==> src/rtl/tfac_pkg.sv <==
`timescale 1ns/1ps
// Package: shared constants for the timer frame access control block.
// Assumes byte addressing with 32-bit aligned registers.
package tfac_pkg;
    localparam int PERM_W      = 6;        // permission bits per frame
    localparam int DATA_W      = 32;       // register width
    localparam int ID_OFFSET   = 'h008;    // read-only identification word
    localparam int FRAME_BASE  = 'h040;    // first per-frame permission register
    localparam int FRAME_PITCH = 4;        // bytes between permission registers

    // Permission bit positions (the timer frames decode these)
    localparam int B_PCNT_RD = 0;
    localparam int B_VCNT_RD = 1;
    localparam int B_FREQ_RD = 2;
    localparam int B_VOFS_RD = 3;
    localparam int B_VTMR_RW = 4;
    localparam int B_PTMR_RW = 5;

    // Position of the virtual-capable flag of a frame in the ID word
    localparam int ID_STRIDE   = 4;
    localparam int ID_VIRT_BIT = 1;
endpackage

==> src/rtl/tfac_addr_decode.sv <==
`timescale 1ns/1ps
// Module: tfac_addr_decode
// Turns a byte offset into one-hot register selects: the ID word, or one
// permission register per frame. Assumes exact-match decoding, so any
// misaligned or out-of-range offset selects nothing.
module tfac_addr_decode
    import tfac_pkg::*;
#(
    parameter int NUM_FRAMES = 8,
    parameter int ADDR_W     = 12
) (
    input  logic [ADDR_W-1:0]     addr,
    output logic                  id_hit,
    output logic [NUM_FRAMES-1:0] frame_hit
);
    // Identification word select
    assign id_hit = (addr == ADDR_W'(ID_OFFSET));

    // One comparator per frame register
    for (genvar n = 0; n < NUM_FRAMES; n++) begin : g_frame_dec
        localparam int FRAME_OFS = FRAME_BASE + FRAME_PITCH * n;
        assign frame_hit[n] = (addr == ADDR_W'(FRAME_OFS));
    end
endmodule

==> src/rtl/tfac_perm_reg.sv <==
`timescale 1ns/1ps
// Module: tfac_perm_reg
// One frame's permission register. Only the bits set in CAP_MASK can hold
// a one; all other bits stay zero whatever is written. Assumes wr_stb is
// already qualified by the address decode.
module tfac_perm_reg
    import tfac_pkg::*;
#(
    parameter logic [PERM_W-1:0] CAP_MASK = '1
) (
    input  logic              clk,
    input  logic              rst_n,
    input  logic              wr_stb,
    input  logic [DATA_W-1:0] wr_data,
    output logic [PERM_W-1:0] perm
);
    localparam logic [DATA_W-1:0] CAP_WIDE = DATA_W'(CAP_MASK);

    logic [PERM_W-1:0] perm_q;

    // Capture masked write data; clear on reset
    always_ff @(posedge clk) begin
        if (!rst_n) begin
            perm_q <= '0;
        end else if (wr_stb) begin
            perm_q <= PERM_W'(wr_data & CAP_WIDE);
        end
    end

    assign perm = perm_q;

    // register is empty in the first cycle after reset
    assert_reset_clear_R1: assert property (@(posedge clk) disable iff (!rst_n)
        $past(!rst_n) |-> (perm == '0));

    // a write lands as the masked low bits of the data
    assert_write_capture_R2: assert property (@(posedge clk) disable iff (!rst_n)
        wr_stb |=> (perm == ($past(wr_data[PERM_W-1:0]) & CAP_MASK)));

    // unimplemented bits never read as one
    assert_unimpl_zero_R3: assert property (@(posedge clk) disable iff (!rst_n)
        ((perm & ~CAP_MASK) == '0));

    // no strobe means no change
    assert_hold_R9: assert property (@(posedge clk) disable iff (!rst_n)
        !wr_stb |=> $stable(perm));
endmodule

==> src/rtl/tfac_rdata_mux.sv <==
`timescale 1ns/1ps
// Module: tfac_rdata_mux
// Selects the addressed register and registers it onto the read port.
// Assumes selects are one-hot or zero; with no select the word is zero.
module tfac_rdata_mux
    import tfac_pkg::*;
#(
    parameter int NUM_FRAMES = 8
) (
    input  logic                         clk,
    input  logic                         rst_n,
    input  logic                         rd_en,
    input  logic                         id_hit,
    input  logic [NUM_FRAMES-1:0]        frame_hit,
    input  logic [DATA_W-1:0]            id_word,
    input  logic [NUM_FRAMES*PERM_W-1:0] perm_flat,
    output logic [DATA_W-1:0]            rd_data
);
    logic [DATA_W-1:0] sel_word;

    // Combinational choice of the addressed word
    always_comb begin
        sel_word = '0;
        if (id_hit) sel_word = id_word;
        for (int n = 0; n < NUM_FRAMES; n++) begin
            if (frame_hit[n]) sel_word = DATA_W'(perm_flat[n*PERM_W +: PERM_W]);
        end
    end

    // Register the read word; idle cycles return zero
    always_ff @(posedge clk) begin
        if (!rst_n) begin
            rd_data <= '0;
        end else begin
            rd_data <= rd_en ? sel_word : '0;
        end
    end

    // no read, no data
    assert_idle_zero_R5: assert property (@(posedge clk) disable iff (!rst_n)
        !rd_en |=> (rd_data == '0));

    // unmapped read returns zero
    assert_unmapped_zero_R6: assert property (@(posedge clk) disable iff (!rst_n)
        (rd_en && !id_hit && (frame_hit == '0)) |=> (rd_data == '0));

    // read-back never exposes bits above the permission field
    assert_upper_zero_R3: assert property (@(posedge clk) disable iff (!rst_n)
        (rd_en && (frame_hit != '0)) |=> (rd_data[DATA_W-1:PERM_W] == '0));
endmodule

==> src/rtl/tfac_ctrl_frame.sv <==
`timescale 1ns/1ps
// Module: tfac_ctrl_frame
// Control page of a memory-mapped timer: ID word of virtual-capable frames
// plus one capability-masked permission register per frame, all driven out
// on perm_vec. Assumes NUM_FRAMES <= 8 so every ID flag fits in 32 bits.
module tfac_ctrl_frame
    import tfac_pkg::*;
#(
    parameter int                              NUM_FRAMES = 8,
    parameter int                              ADDR_W     = 12,
    parameter logic [NUM_FRAMES*PERM_W-1:0]    CAP_MASKS  =
        {6'h1D, 6'h0A, 6'h3F, 6'h00, 6'h2F, 6'h13, 6'h25, 6'h3F},
    parameter logic [NUM_FRAMES-1:0]           VIRT_CAP   = 8'b0010_0101
) (
    input  logic                         clk,
    input  logic                         rst_n,
    input  logic                         wr_en,
    input  logic                         rd_en,
    input  logic [ADDR_W-1:0]            addr,
    input  logic [DATA_W-1:0]            wr_data,
    output logic [DATA_W-1:0]            rd_data,
    output logic [NUM_FRAMES*PERM_W-1:0] perm_vec
);
    // Build the identification word from the virtual capability vector
    function automatic logic [DATA_W-1:0] build_id();
        logic [DATA_W-1:0] w;
        w = '0;
        for (int n = 0; n < NUM_FRAMES; n++) begin
            if (VIRT_CAP[n]) w[ID_STRIDE*n + ID_VIRT_BIT] = 1'b1;
        end
        return w;
    endfunction

    localparam logic [DATA_W-1:0] ID_WORD = build_id();

    logic                  id_hit;
    logic [NUM_FRAMES-1:0] frame_hit;

    tfac_addr_decode #(
        .NUM_FRAMES (NUM_FRAMES),
        .ADDR_W     (ADDR_W)
    ) i_dec (
        .addr      (addr),
        .id_hit    (id_hit),
        .frame_hit (frame_hit)
    );

    // One permission register per frame
    for (genvar n = 0; n < NUM_FRAMES; n++) begin : g_perm
        tfac_perm_reg #(
            .CAP_MASK (CAP_MASKS[n*PERM_W +: PERM_W])
        ) i_perm (
            .clk     (clk),
            .rst_n   (rst_n),
            .wr_stb  (wr_en && frame_hit[n]),
            .wr_data (wr_data),
            .perm    (perm_vec[n*PERM_W +: PERM_W])
        );
    end

    tfac_rdata_mux #(
        .NUM_FRAMES (NUM_FRAMES)
    ) i_rmux (
        .clk       (clk),
        .rst_n     (rst_n),
        .rd_en     (rd_en),
        .id_hit    (id_hit),
        .frame_hit (frame_hit),
        .id_word   (ID_WORD),
        .perm_flat (perm_vec),
        .rd_data   (rd_data)
    );

    // at most one register selected by any offset
    assert_sel_onehot_R6: assert property (@(posedge clk) disable iff (!rst_n)
        $onehot0({id_hit, frame_hit}));

    // the ID word reads back as the fixed capability pattern
    assert_id_value_R4: assert property (@(posedge clk) disable iff (!rst_n)
        (rd_en && id_hit) |=> (rd_data == ID_WORD));

    // a write to an unmapped offset leaves every frame untouched
    assert_unmapped_write_R6: assert property (@(posedge clk) disable iff (!rst_n)
        (wr_en && (frame_hit == '0)) |=> $stable(perm_vec));
endmodule

==> config.mk <==
export PLATFORM = sky130hd
export DESIGN_NAME = tfac_ctrl_frame
export DESIGN_NICKNAME = d
export VERILOG_FILES = /design/src/rtl/tfac_pkg.sv /design/src/rtl/tfac_addr_decode.sv /design/src/rtl/tfac_perm_reg.sv /design/src/rtl/tfac_rdata_mux.sv /design/src/rtl/tfac_ctrl_frame.sv
export SDC_FILE = /design/constraint.sdc
export NUM_CORES = 1
export LEC_CHECK = 0
export ABC_CLOCK_PERIOD_IN_PS = 2450
export BUFFER_PORTS_ARGS = -buffer_cell sky130_fd_sc_hd__buf_2
export CAP_MARGIN = 20
export CORE_ASPECT_RATIO = 0.6
export CORE_MARGIN = 10
export CORE_UTILIZATION = 37
export CTS_CLUSTER_SIZE = 20
export DETAILED_ROUTE_END_ITERATION = 10
export GPL_TIMING_DRIVEN = 1
export PLACE_DENSITY_LB_ADDON = 0.15
export SLEW_MARGIN = 5
export SYNTH_ARGS = -nofsm -noshare
export SYNTH_HDL_FRONTEND = slang
export SYNTH_HIERARCHICAL = 1
export SYNTH_SLANG_ARGS = --single-unit
==> constraint.sdc <==
create_clock -name clk -period 2.45 [get_ports clk]
set_input_delay 0.1225 -clock clk [delete_from_list [all_inputs] [get_ports clk]]
set_output_delay 0.1225 -clock clk [all_outputs]
set_load 0.005 [all_outputs]
==> impl_metrics.toml <==
[run_status]
status = "completed"

[setup_path]
r2r_slack_ns = 1.07
critPathLaunchType = "primary input"
crit_path_end_kind = "flip-flop"
crit_arrival_ns = 2.39
rr_worst_depth = 4
critPathKind = "in -> reg"
required_ns = 2.67
startpoint = "addr[1]"
cp_max_fo = 8
r2r_start = "g_perm[0].i_perm/perm[3]"
crit-reg2reg-capture = "i_rmux/rd_data[3]"

[cells_and_area]
fin_nets = 456
fin_cells = 517
layout-drive-gt1-share_pct = 31.2
multi_input_area_um2 = 1560
design_area_um2 = 3750
n_antenna_cell = 0
ff_latch_area_um2 = 1220
syn_to_final_growth_pct = 28.8
fillers = 768

[floorplan]
die_width_um = 134
dieArea_um2 = 11900
die_y_um = 88.7
start_util_pct = 39.1
core_area_um2 = 7450
io_pins = 128
rows = 24

[cts]
post-cts-setup-buffers = 0
cts-buffers-inserted = 9
cts_htree_levels = 3
cts_resized = 0
cts_tree = "built"
clk_latency_ns = 0.33
cts-root-buf = "clkbuf_16"
cts_hold_buffers = 0
cts.path.max_buffers = 2
cts_sinks = 61
clk_pin_slew_worst_paths_ns = 0.05

[sta]
worst_clock_skew_ns = 0.00208
fin_crit_sh_pct = 88.4
relSlewSlack_pct = 67.7
maxSlewViolCount = 0
rsz0062_at_grt = "no"
tightestPinTransition_ns = 0.472
final_hold_viol_count = 0
setup_viol = 0
hold_ws_ns = 0.118
fmax_mhz = 462
layout_min_cycle_time_ns = 2.17

[pwr]
p_sw_mw = 0.487
internal_power_mw = 1.70
seqPwrFrac_pct = 45.5
power_mw = 2.18
p_comb_share_pct = 3.7
p_leak_nw = 1.65
clockPowerShare_pct = 50.8
peakVddDrop_mv = 0.244
sw_frac_of_total_pct = 22.3
power_per_cell_area_nw_per_um2 = 582

[grt]
grt_max_degree = 30
grt_pass1_vias = 2430
grt_first_pass_wirelength_um = 13400
met3_usage_pct = 7.98
grt_util_met1_pct = 19.2
grtUsageMet2_pct = 21.0
gr-total-overflow = 0
top_usage_layer = "met2"
antenna_found_initial = 0
grtUsageTotal_pct = 14.9

[place]
placed_cells = 501
port_buffers = 82
gp_congestion = 0.838
dpl-instance-area_um2 = 3490
hpwlAfterDp_um = 6780

[worst_hold_path]
hold_depth = 3
holdPathEnd = "g_perm[0].i_perm/perm[5]"
hp-class = "in -> reg"
min_from = "wr_data[5]"

[drt]
vias = 2390
drt-initial-drc-count = 190
wl_um = 8760
vias_per_cell = 4.62
wl_per_cell_um = 17.0
dr.pass1.iters = 4
antenna_left = 0
drc_errors = 0

[job]
maxCapViolCount = 0

[logic_synthesis]
avgSynthCellArea_um2 = 9.97
synthCells = 292
yosys_warnings = 6
syn_area_um2 = 2910
[power groups by stage]
| stage | sequential, mW | clock (mW) | combinational (mW) |
|---|---|---|---|
| finish | 0.994 | 1.11 | 0.0803 |
| global route | 0.992 | 1.20 | 0.0910 |
| CTS | 0.993 | 1.14 | 0.0722 |
| detailed placement | 1.01 | 0 | 0.0721 |
| global placement | 1.01 | 0 | 0.0718 |
| floorplan | 1.01 | 0 | 0.0563 |
[area by class of cell]
cell class / instances / share of cell area (%)
multi-input cells: 230 / 41.6
flip-flops and latches: 61 / 32.6
repair buffers: 99 / 14.7
clock buffers: 11 / 6.21
well taps: 104 / 3.47
clock inverters: 5 / 0.734
inverters: 7 / 0.701
[how the worst max path moves through the flow]
stage | endpoint | depth (start not counted) | slack, ns
finish | i_rmux/rd_data[3] | 8 | 0.28
global route | i_rmux/rd_data[4] | 7 | 0.02
CTS | i_rmux/rd_data[3] | 8 | 0.28
detailed placement | i_rmux/rd_data[3] | 8 | -0.05
global placement | i_rmux/rd_data[3] | 8 | -0.05
floorplan | i_rmux/rd_data[2] | 7 | 0.03
[layout by cell type (no fill, tap or decap), drive strengths merged, types with 2 or more instances in the layout]
master	count
a21oi	12
a2111oi	7
nand2b	10
a2111o	5
clkbuf	11
nand3b	6
or4	2
o22ai	5
a221oi	5
dfxtp	61
or3b	7
mux2i	29
and2	34
nor4	9
nor2b	30
a221o	6
inv	7
buf	99
conb	51
clkinv	4
or2	3
nand2	3
[stage by stage]
step | utilization (%) | worst slack (ns) | setup TNS, ns
2_1_floorplan | - | 0.0322 | 0
3_3_place_gp | 46.9 | -0.0459 | -0.0496
3_5_place_dp | 46.9 | -0.0483 | -0.116
4_1_cts | 50.4 | 0.281 | 0
5_1_grt | 50.4 | 0.0190 | 0
6_report | 50.4 | 0.285 | 0
[per-layer routing]
| layer | part of all wire, % | vias up |
|---|---|---|
| li1 | - | 1187 |
| met1 | 47 | 1100 |
| met2 | 41 | 95 |
| met3 | 12 | 8 |
| met4 | 0.41 | 0 |
| met5 | 0 | - |
[flip-flops by register name, summed over array words and instances, names as in the netlist]
name,cells
i_rmux/rd_data,32
g_perm.i_perm/perm,29
[worst max-delay path: stages]
cell,delay (ns)
buf_2,0.09
or4_1,0.68
nor4_1,0.39
buf_4,0.23
or3b_2,0.46
a21oi_1,0.20
a2111oi_1,0.07
buf_4,0.15
Power figures use the tool's default switching activity.
